--- src/rtl/relu_requant.sv ---
`timescale 1ns/1ps
module relu_requant #(
  parameter int N  = 4,
  parameter int M  = 4,
  parameter int DW = 32,
  parameter int OW = 8
) (
  input  logic            clk,
  input  logic            rst_n,
  input  logic            layer_start,
  input  logic            acc_valid,
  input  logic [N*DW-1:0] acc_data,
  input  logic            layer_end,
  input  logic            rq_valid,
  input  logic [M*DW-1:0] rq_data,
  output logic            shift_valid,
  output logic [4:0]      shift_amt,
  output logic            q_valid,
  output logic [M*OW-1:0] q_data
);
  localparam int LV    = $clog2(N);
  localparam int PW    = 5;
  localparam int LOPOS = OW - 2;
  localparam logic [PW-1:0] LOPOS_L = PW'(LOPOS);
  localparam logic [PW-1:0] MAXSH_L = PW'(DW - 2 - LOPOS);
  localparam logic [DW-1:0] QMAX    = DW'((1 << (OW - 1)) - 1);

  // comparator tree, one register per level
  for (genvar l = 0; l <= LV; l++) begin : lvl
    localparam int W = N >> l;
    logic signed [DW-1:0] t [W];
    logic v;
    if (l == 0) begin : g_in
      always_ff @(posedge clk or negedge rst_n)
        if (!rst_n) v <= 1'b0;
        else        v <= acc_valid;
      always_ff @(posedge clk)
        if (acc_valid)
          for (int i = 0; i < W; i++) t[i] <= acc_data[i*DW +: DW];
    end else begin : g_red
      always_ff @(posedge clk or negedge rst_n)
        if (!rst_n) v <= 1'b0;
        else        v <= lvl[l-1].v;
      always_ff @(posedge clk)
        for (int i = 0; i < W; i++)
          t[i] <= (lvl[l-1].t[2*i] > lvl[l-1].t[2*i+1]) ? lvl[l-1].t[2*i] : lvl[l-1].t[2*i+1];
    end
  end

  logic signed [DW-1:0] top_t;
  logic                 top_v;
  assign top_t = lvl[LV].t[0];
  assign top_v = lvl[LV].v;

  logic signed [DW-1:0] gmax;
  always_ff @(posedge clk or negedge rst_n)
    if (!rst_n)                      gmax <= '0;
    else if (layer_start)            gmax <= '0;
    else if (top_v && top_t > gmax)  gmax <= top_t;


  always @(posedge clk)
    gmax_nonneg_chk: assert property (disable iff (!rst_n) !gmax[DW-1]);

  always @(posedge clk)
    gmax_mono_chk: assert property (disable iff (!rst_n)
      !layer_start |=> gmax >= $past(gmax));

  logic [LV+1:0] ev;
  always_ff @(posedge clk or negedge rst_n)
    if (!rst_n) ev <= '0;
    else        ev <= {ev[LV:0], layer_end};

  function automatic logic [PW-1:0] lead_one(input logic [DW-1:0] x);
    logic [DW-1:0] v;
    logic [PW-1:0] p;
    v = x;
    p = '0;
    for (int s = DW / 2; s > 0; s = s / 2)
      if ((v >> s) != '0) begin
        p = p + PW'(s);
        v = v >> s;
      end
    return p;
  endfunction

  logic [PW-1:0] pos_raw, pos_c;
  assign pos_raw = lead_one(gmax);
  assign pos_c   = (pos_raw < LOPOS_L) ? LOPOS_L : pos_raw;

  always_ff @(posedge clk or negedge rst_n)
    if (!rst_n) begin
      shift_valid <= 1'b0;
      shift_amt   <= '0;
    end else if (layer_start) begin
      shift_valid <= 1'b0;
    end else if (ev[LV+1]) begin
      shift_valid <= 1'b1;
      shift_amt   <= pos_c - LOPOS_L;
    end


  always @(posedge clk)
    shift_range_chk: assert property (disable iff (!rst_n) shift_amt <= MAXSH_L);

  always @(posedge clk)
    start_clear_chk: assert property (disable iff (!rst_n)
      layer_start |=> (gmax == '0) && !shift_valid);

  // requantize pass
  logic [M*OW-1:0] q_next;
  for (genvar j = 0; j < M; j++) begin : lane
    logic [DW-1:0] x, sh;
    assign x  = rq_data[j*DW +: DW];
    assign sh = x >> shift_amt;
    assign q_next[j*OW +: OW] = x[DW-1] ? '0 : (sh > QMAX) ? QMAX[OW-1:0] : sh[OW-1:0];


    always @(posedge clk)
      neg_zero_chk: assert property (disable iff (!rst_n)
        (rq_valid && rq_data[j*DW+DW-1]) |=> (q_data[j*OW +: OW] == '0));

    always @(posedge clk)
      msb_clear_chk: assert property (disable iff (!rst_n)
        q_valid |-> !q_data[j*OW+OW-1]);
  end

  always_ff @(posedge clk or negedge rst_n)
    if (!rst_n) begin
      q_valid <= 1'b0;
      q_data  <= '0;
    end else begin
      q_valid <= rq_valid;
      if (rq_valid) q_data <= q_next;
    end


  always @(posedge clk)
    q_follow_chk: assert property (disable iff (!rst_n) rq_valid |=> q_valid);

  always @(posedge clk)
    q_idle_chk: assert property (disable iff (!rst_n) !rq_valid |=> !q_valid);
endmodule

--- config.mk ---
export PLATFORM = sky130hd
export DESIGN_NAME = relu_requant
export DESIGN_NICKNAME = d
export VERILOG_FILES = /design/src/rtl/relu_requant.sv
export SDC_FILE = /design/constraint.sdc
export NUM_CORES = 1
export LEC_CHECK = 0
export ABC_AREA = 1
export CORE_MARGIN = 2
export CORE_UTILIZATION = 52
export DETAILED_ROUTE_END_ITERATION = 16
export GPL_ROUTABILITY_DRIVEN = 1
export PLACE_DENSITY = 0.75
export SLEW_MARGIN = 30
export SYNTH_ARGS = -nofsm -noshare
export SYNTH_HDL_FRONTEND = slang
export SYNTH_SLANG_ARGS = --single-unit
export TNS_END_PERCENT = 100
--- constraint.sdc ---
create_clock -name clk -period 3.35 [get_ports clk]
set_clock_uncertainty 0.1 [all_clocks]
set_input_delay 0.8375 -clock clk [delete_from_list [all_inputs] [get_ports clk]]
set_output_delay 0.8375 -clock clk [all_outputs]
set_load 0.05 [all_outputs]
[Yosys cells after proc, flatten, opt, wreduce, memory -nomap -nowiden]
Memory sizes are Yosys's and may differ from the RTL's.
Index checks and enable logic that the tools add are counted.
Storage, ports and cells
  RAM bits: 224
  logic and storage cells: 67
  output and inout bits: 39
  input port bits: 262
  memories kept: 3
  flip-flop bits (word level): 78
Memory list
  lvl[0].t: words 4, bits a word 32, rd ports 4, clocked after Yosys merged registers in 0, wr ports 4, RTL line 31  | logic signed [DW-1:0] t [W];
  lvl[1].t: words 2, bits a word 32, rd ports 2, clocked after Yosys merged registers in 0, wr ports 2, RTL line 31
  lvl[2].t: words 1, bits a word 32, rd ports 1, clocked after Yosys merged registers in 0, wr ports 1, RTL line 31
Cells by class
  reduce and logical (&&, ||, !) cells: 9
  bitwise gates (word level): 1
  add/subtract/negate cells: 5
  shifts and indexed selects: 4
  multiplexer cells: 27
  $lt $le $gt $ge: 9
Operators by type and width (count)
  2-to-1 mux 32 bit: 9
  nonzero test 32 bit: 5
  > comparator 32 bit: 4
  > comparator 32 x 7 -> 1 bit, second input constant: 4
  >> shifter 32 x 5 -> 32 bit: 4
  2-to-1 mux 8 bit: 8
  2-to-1 mux 5 bit: 6
  adder 5 x 1 -> 5 bit, second input constant: 1
  adder 5 x 2 -> 5 bit, second input constant: 1
  adder 5 x 3 -> 5 bit, second input constant: 1
  adder 5 x 4 -> 5 bit, second input constant: 1
  less-than comparator 5 x 3 -> 1 bit, second input constant: 1
  subtractor 5 x 3 -> 5 bit, second input constant: 1
  2-to-1 mux 1 bit: 4
  nonzero test 2 bit: 2
  AND reduction 2 bit: 1
  logical AND 1 bit: 1
  inverter 1 bit: 1

[Longest topological paths before layout]
Gate-level depths: netlist of the first run.
  word-level depth: 13
  mapped depth: 19
  gate-level depth less buffers: 18

[Least setup slack after synthesis of the first run]
Ideal clock, no wire load.
  kind: register to register
  start point: register shift_amt[1]
  end point: register q_data[16]
  data required time: 3.132 ns
  stages on the path, launching flop included: 15
  path buffers: 3
  arrival time: 2.197 ns
  period minus slack after synthesis: 2.414 ns
  slack: 0.936 ns
  setup time: 0.118 ns
  cell sequence: dfrtp_1 buf_2 inv_2 buf_4 buf_2 o21ai_0 nand2_1 o21ai_1 nand3_1 nand2_1 nand3_1 o21ai_2 nand3_1 nand2_1 nand2_1
On the way
  word-level cells in the longest chain between the ends: 4
Ends and longest elaborated chain
  from (decl): RTL line 17  | output logic [4:0] shift_amt,
  from (signal assigned): RTL line 99  | shift_amt <= pos_c - LOPOS_L;
  >> shifter 32 x 5 -> 32 bit (*): RTL line 115  | assign sh = x >> shift_amt;
  > comparator 32 x 7 -> 1 bit: RTL line 116  | assign q_next[j*OW +: OW] = x[DW-1] ? '0 : (sh > QMAX) ? QMAX[OW-1:0] : sh[OW-1:0];
  2-to-1 mux 8 bit (*) (2 in series): RTL line 116
  to (signal assigned): RTL line 134  | if (rq_valid) q_data <= q_next;
  to (decl): RTL line 19  | output logic [M*OW-1:0] q_data
Mark *: on every way between the ends. The rest lies on a longest branch, timed or not.
A chain may end at the register's enable or synchronous reset.

[Worst setup path after layout of the first run]
  start point: register shift_amt[0]
  end point: output shift_amt[0]
No word-level cell between the ends.

==> metrics.yaml, run 1 <==
die_w_um: 197
hold_viol: 0
synth-xor-area-share_pct: 0.0903
yosys.area_share.simple_pct: 28.8
final_util_pct: 65.0
worstPathArrival_ns: 2.28
drv_cap: 0
drc: 0
cp-startpoint: "shift_amt[0]"
powerDensity_mw_per_mm2: 926
synthToLayoutAreaGrowth_pct: 23.0
hold_path_class: "in -> async"
p_total_mw: 22.1
synth_ff_type: "edfxtp_1"
overflow: 0
yosysUniqueCellTypes: 54
drt_iter0_markers: 1341
min_period_ns: 3.22
place_congestion: 1.07
synth-compound-area-share_pct: 12.3
status: "complete, no violations"
worst_slew_pin_slew_ns: 0.773
postSynthAreaPerCell_um2: 7.37
ctsHtreeMaxLevel: 1
antenna_cells: 0
vias_per_cell: 5.58
dieHeight_um: 197
crit_type: "reg -> out"
grt_max_degree: 95
start_kind: "flop"
syn_inst: 2634
routed_wl_mm: 63.6
postCtsHoldBufs: 0
r2r_start: "shift_amt[0]"
setup_viol: 0
synth_area_mm2: 0.0194
ys_ff_latch: 302
antenna_found_initial: 1
tns_ns: 0
clkTransAtPathRegs_ns: 0.07
dp.final_hpwl_mm: 49.5
critPathMaxFanout: 19
cts_tree: "yes"
synth_mux_area_share_pct: 2.48
insertion_delay_ns: 0.60
worstSetupEndpointType: "output pin"
cts.repair.resized: 0
start_util_pct: 52.9
min_period_over_period_pct: 96.1
syn-num-nets: 3025
die_area_mm2: 0.0389
clockBufferDepth: 3
drtPass1Iterations: 5
post_cts_buffers: 0
yosysWarnings: 0
worst_ep_required_time_ns: 2.41
fp-row-count: 70
design.core.area_mm2: 0.0367
grt_pass1_vias: 18500
ant_nets: 0
vias: 18800
worst_slew_margin_rel_pct: 48.3
report.final.slew_viol_count: 0
async_reset_ff_share_pct: 25.8
grt_pass1_wl_mm: 99.4
drive_gt1_share_pct: 5.09
p_leak_nw: 11.3
final_nets: 3272
regArea_mm2: 0.00773
cts.sinks: 302
detail_route.wl_per_cell_um: 18.9
rsz0062_at_grt: "no"
synth_fa_ha_area_share_pct: 8.32
grtUsageTotal_pct: 32.8
io_pins: 301
fill_cells: 3163
max_freq_mhz: 311
multiInputGateArea_mm2: 0.0101
max-vdd-ir-drop_mv: 0.531
cts-root-buf: "clkbuf_16"
cts_buffers: 31
numPortBuffers: 300
yosysSeqAreaShare_pct: 39.8
synth_top_family_by_area: "simple AND/OR/NAND/NOR gates"
synth-edff-count: 128
==> path summary, 6_finish.rpt <==
kind / end / slack (ns) / depth (start not counted)
max: shift_amt[0] / 0.13 / 2
min: q_data[23] / 0.19 / 1
max reg2reg: q_data[26] / 0.21 / 11
min reg2reg: lvl[2].v / 0.25 / 0
max in group asynchronous: gmax[26] / 2.26 / 2
min in group clk: lvl[2].v / 0.25 / 0
==> report_power, final <==
part | leakage, nW | switching [mW] | internal [mW]
sequential | 3.06 | 0.769 | 4.71
clock | 0.534 | 1.53 | 1.92
combinational | 7.69 | 8.72 | 4.45
==> sequential cells by signal, summed over array words and instances (netlist names) <==
| signal | flops |
|---|---|
| gmax | 32 |
| q_data | 32 |
| lvl.t | 224 |
| lvl.v | 3 |
| shift_valid | 1 |
| shift_amt | 5 |
| q_valid | 1 |
| ev | 4 |
==> critical path, cell delays in order (launching register included) <==
cell and delay [ns]:
dfrtp_4 0.57, buf_4 0.26, clkdlybuf4s50_1 0.83
==> routing by layer <==
metal	vias to the layer above	GRT usage [%]	wire length [um]
li1	9282	-	-
met3	186	5.36	4080
met5	-	0	14
met2	700	58.3	30900
met4	2	19.1	4040
met1	8670	37.4	24600
==> per-stage QoR <==
stage                     setup slack, ns  cell area (um2)  instances  hold WS, ns
after floorplan                     0.936            19400       2634        0.231
after global placement             0.0989            22800       3316        0.233
after detailed placement           0.0905            22800       3316        0.236
after CTS                           0.102            23900       3374        0.213
after global routing               0.0240            23900       3374        0.248
final                               0.132            23900       3374        0.194
==> kinds of logic (layout without fill, tap and decap cells) <==
family                   count (synthesis)  after routing
adder cells (fa/ha/maj)                129            129
AO/OA/AOI/OAI                          435            435
multiplexers                            48             48
XOR/XNOR                                 2              2
buffers and inverters                  379            651
AND/OR/NAND/NOR                       1339           1339
flip-flops                             302            302
==> Yosys cell counts, types with 62 or more instances <==
cell type  instances  share of area (%)
a21oi_1           85                2.2
nand4_1           85                2.7
nand2_1          912                 18
nor2_1           125                2.4
o21ai_0          152                3.9
inv_1            233                4.5
dfxtp_1           96                9.9
o21ai_1          116                3.0
nand3_1          174                4.5
edfxtp_1         128                 20
clkbuf_1          62                1.2
dfrtp_1           78                 10
ha_1             129                8.3
==> layout make-up <==
class | count | area share, %
clock inverters | 20 | 0.650
clock buffers | 38 | 3.71
well taps | 468 | 2.45
inverters | 236 | 3.72
multi-input cells | 1953 | 42.3
flip-flops and latches | 302 | 32.4
repair buffers | 357 | 14.8
==> cell usage in the layout (no fill, tap or decap), drive strengths merged, types with 2 or more instances in the layout <==
cell type	Yosys	final
o221ai	2	2
clkdlybuf4s50	0	298
a21o	2	2
o21a	12	12
inv	235	242
a211oi	2	2
and2	2	2
nand4	86	86
nor4	4	4
o31ai	6	6
a21oi	88	88
ha	129	129
mux2i	48	48
o211ai	19	19
o21bai	4	4
dfxtp	96	96
o22ai	3	3
nand2	915	915
nand3b	2	2
buf	81	59
edfxtp	128	128
nor2	133	133
or2	8	8
nor3	10	10
dfrtp	78	78
xor2	2	2
a31oi	20	20
nand3	175	175
clkinv	1	14
o21ai	273	273
nor4b	2	2
clkbuf	62	38
(Power assumes the default switching activity.)
==> run 2, diff against run 1 <==
--- a/config.mk
+++ b/config.mk
@@ -8,6 +8,7 @@
 export ABC_AREA = 1
 export CORE_MARGIN = 2
 export CORE_UTILIZATION = 52
+export CTS_CLUSTER_SIZE = 40
 export DETAILED_ROUTE_END_ITERATION = 16
 export GPL_ROUTABILITY_DRIVEN = 1
 export PLACE_DENSITY = 0.75
==> results of run 2 <==
Final layout, timing and power as in run 1 (identical DEF).
==> run 3, diff against run 2 <==
--- a/config.mk
+++ b/config.mk
@@ -12,7 +12,7 @@
 export DETAILED_ROUTE_END_ITERATION = 16
 export GPL_ROUTABILITY_DRIVEN = 1
 export PLACE_DENSITY = 0.75
-export SLEW_MARGIN = 30
+export SLEW_MARGIN = 20
 export SYNTH_ARGS = -nofsm -noshare
 export SYNTH_HDL_FRONTEND = slang
 export SYNTH_SLANG_ARGS = --single-unit
==> results of run 3 <==
Final layout, timing and power as in run 1 (identical DEF).
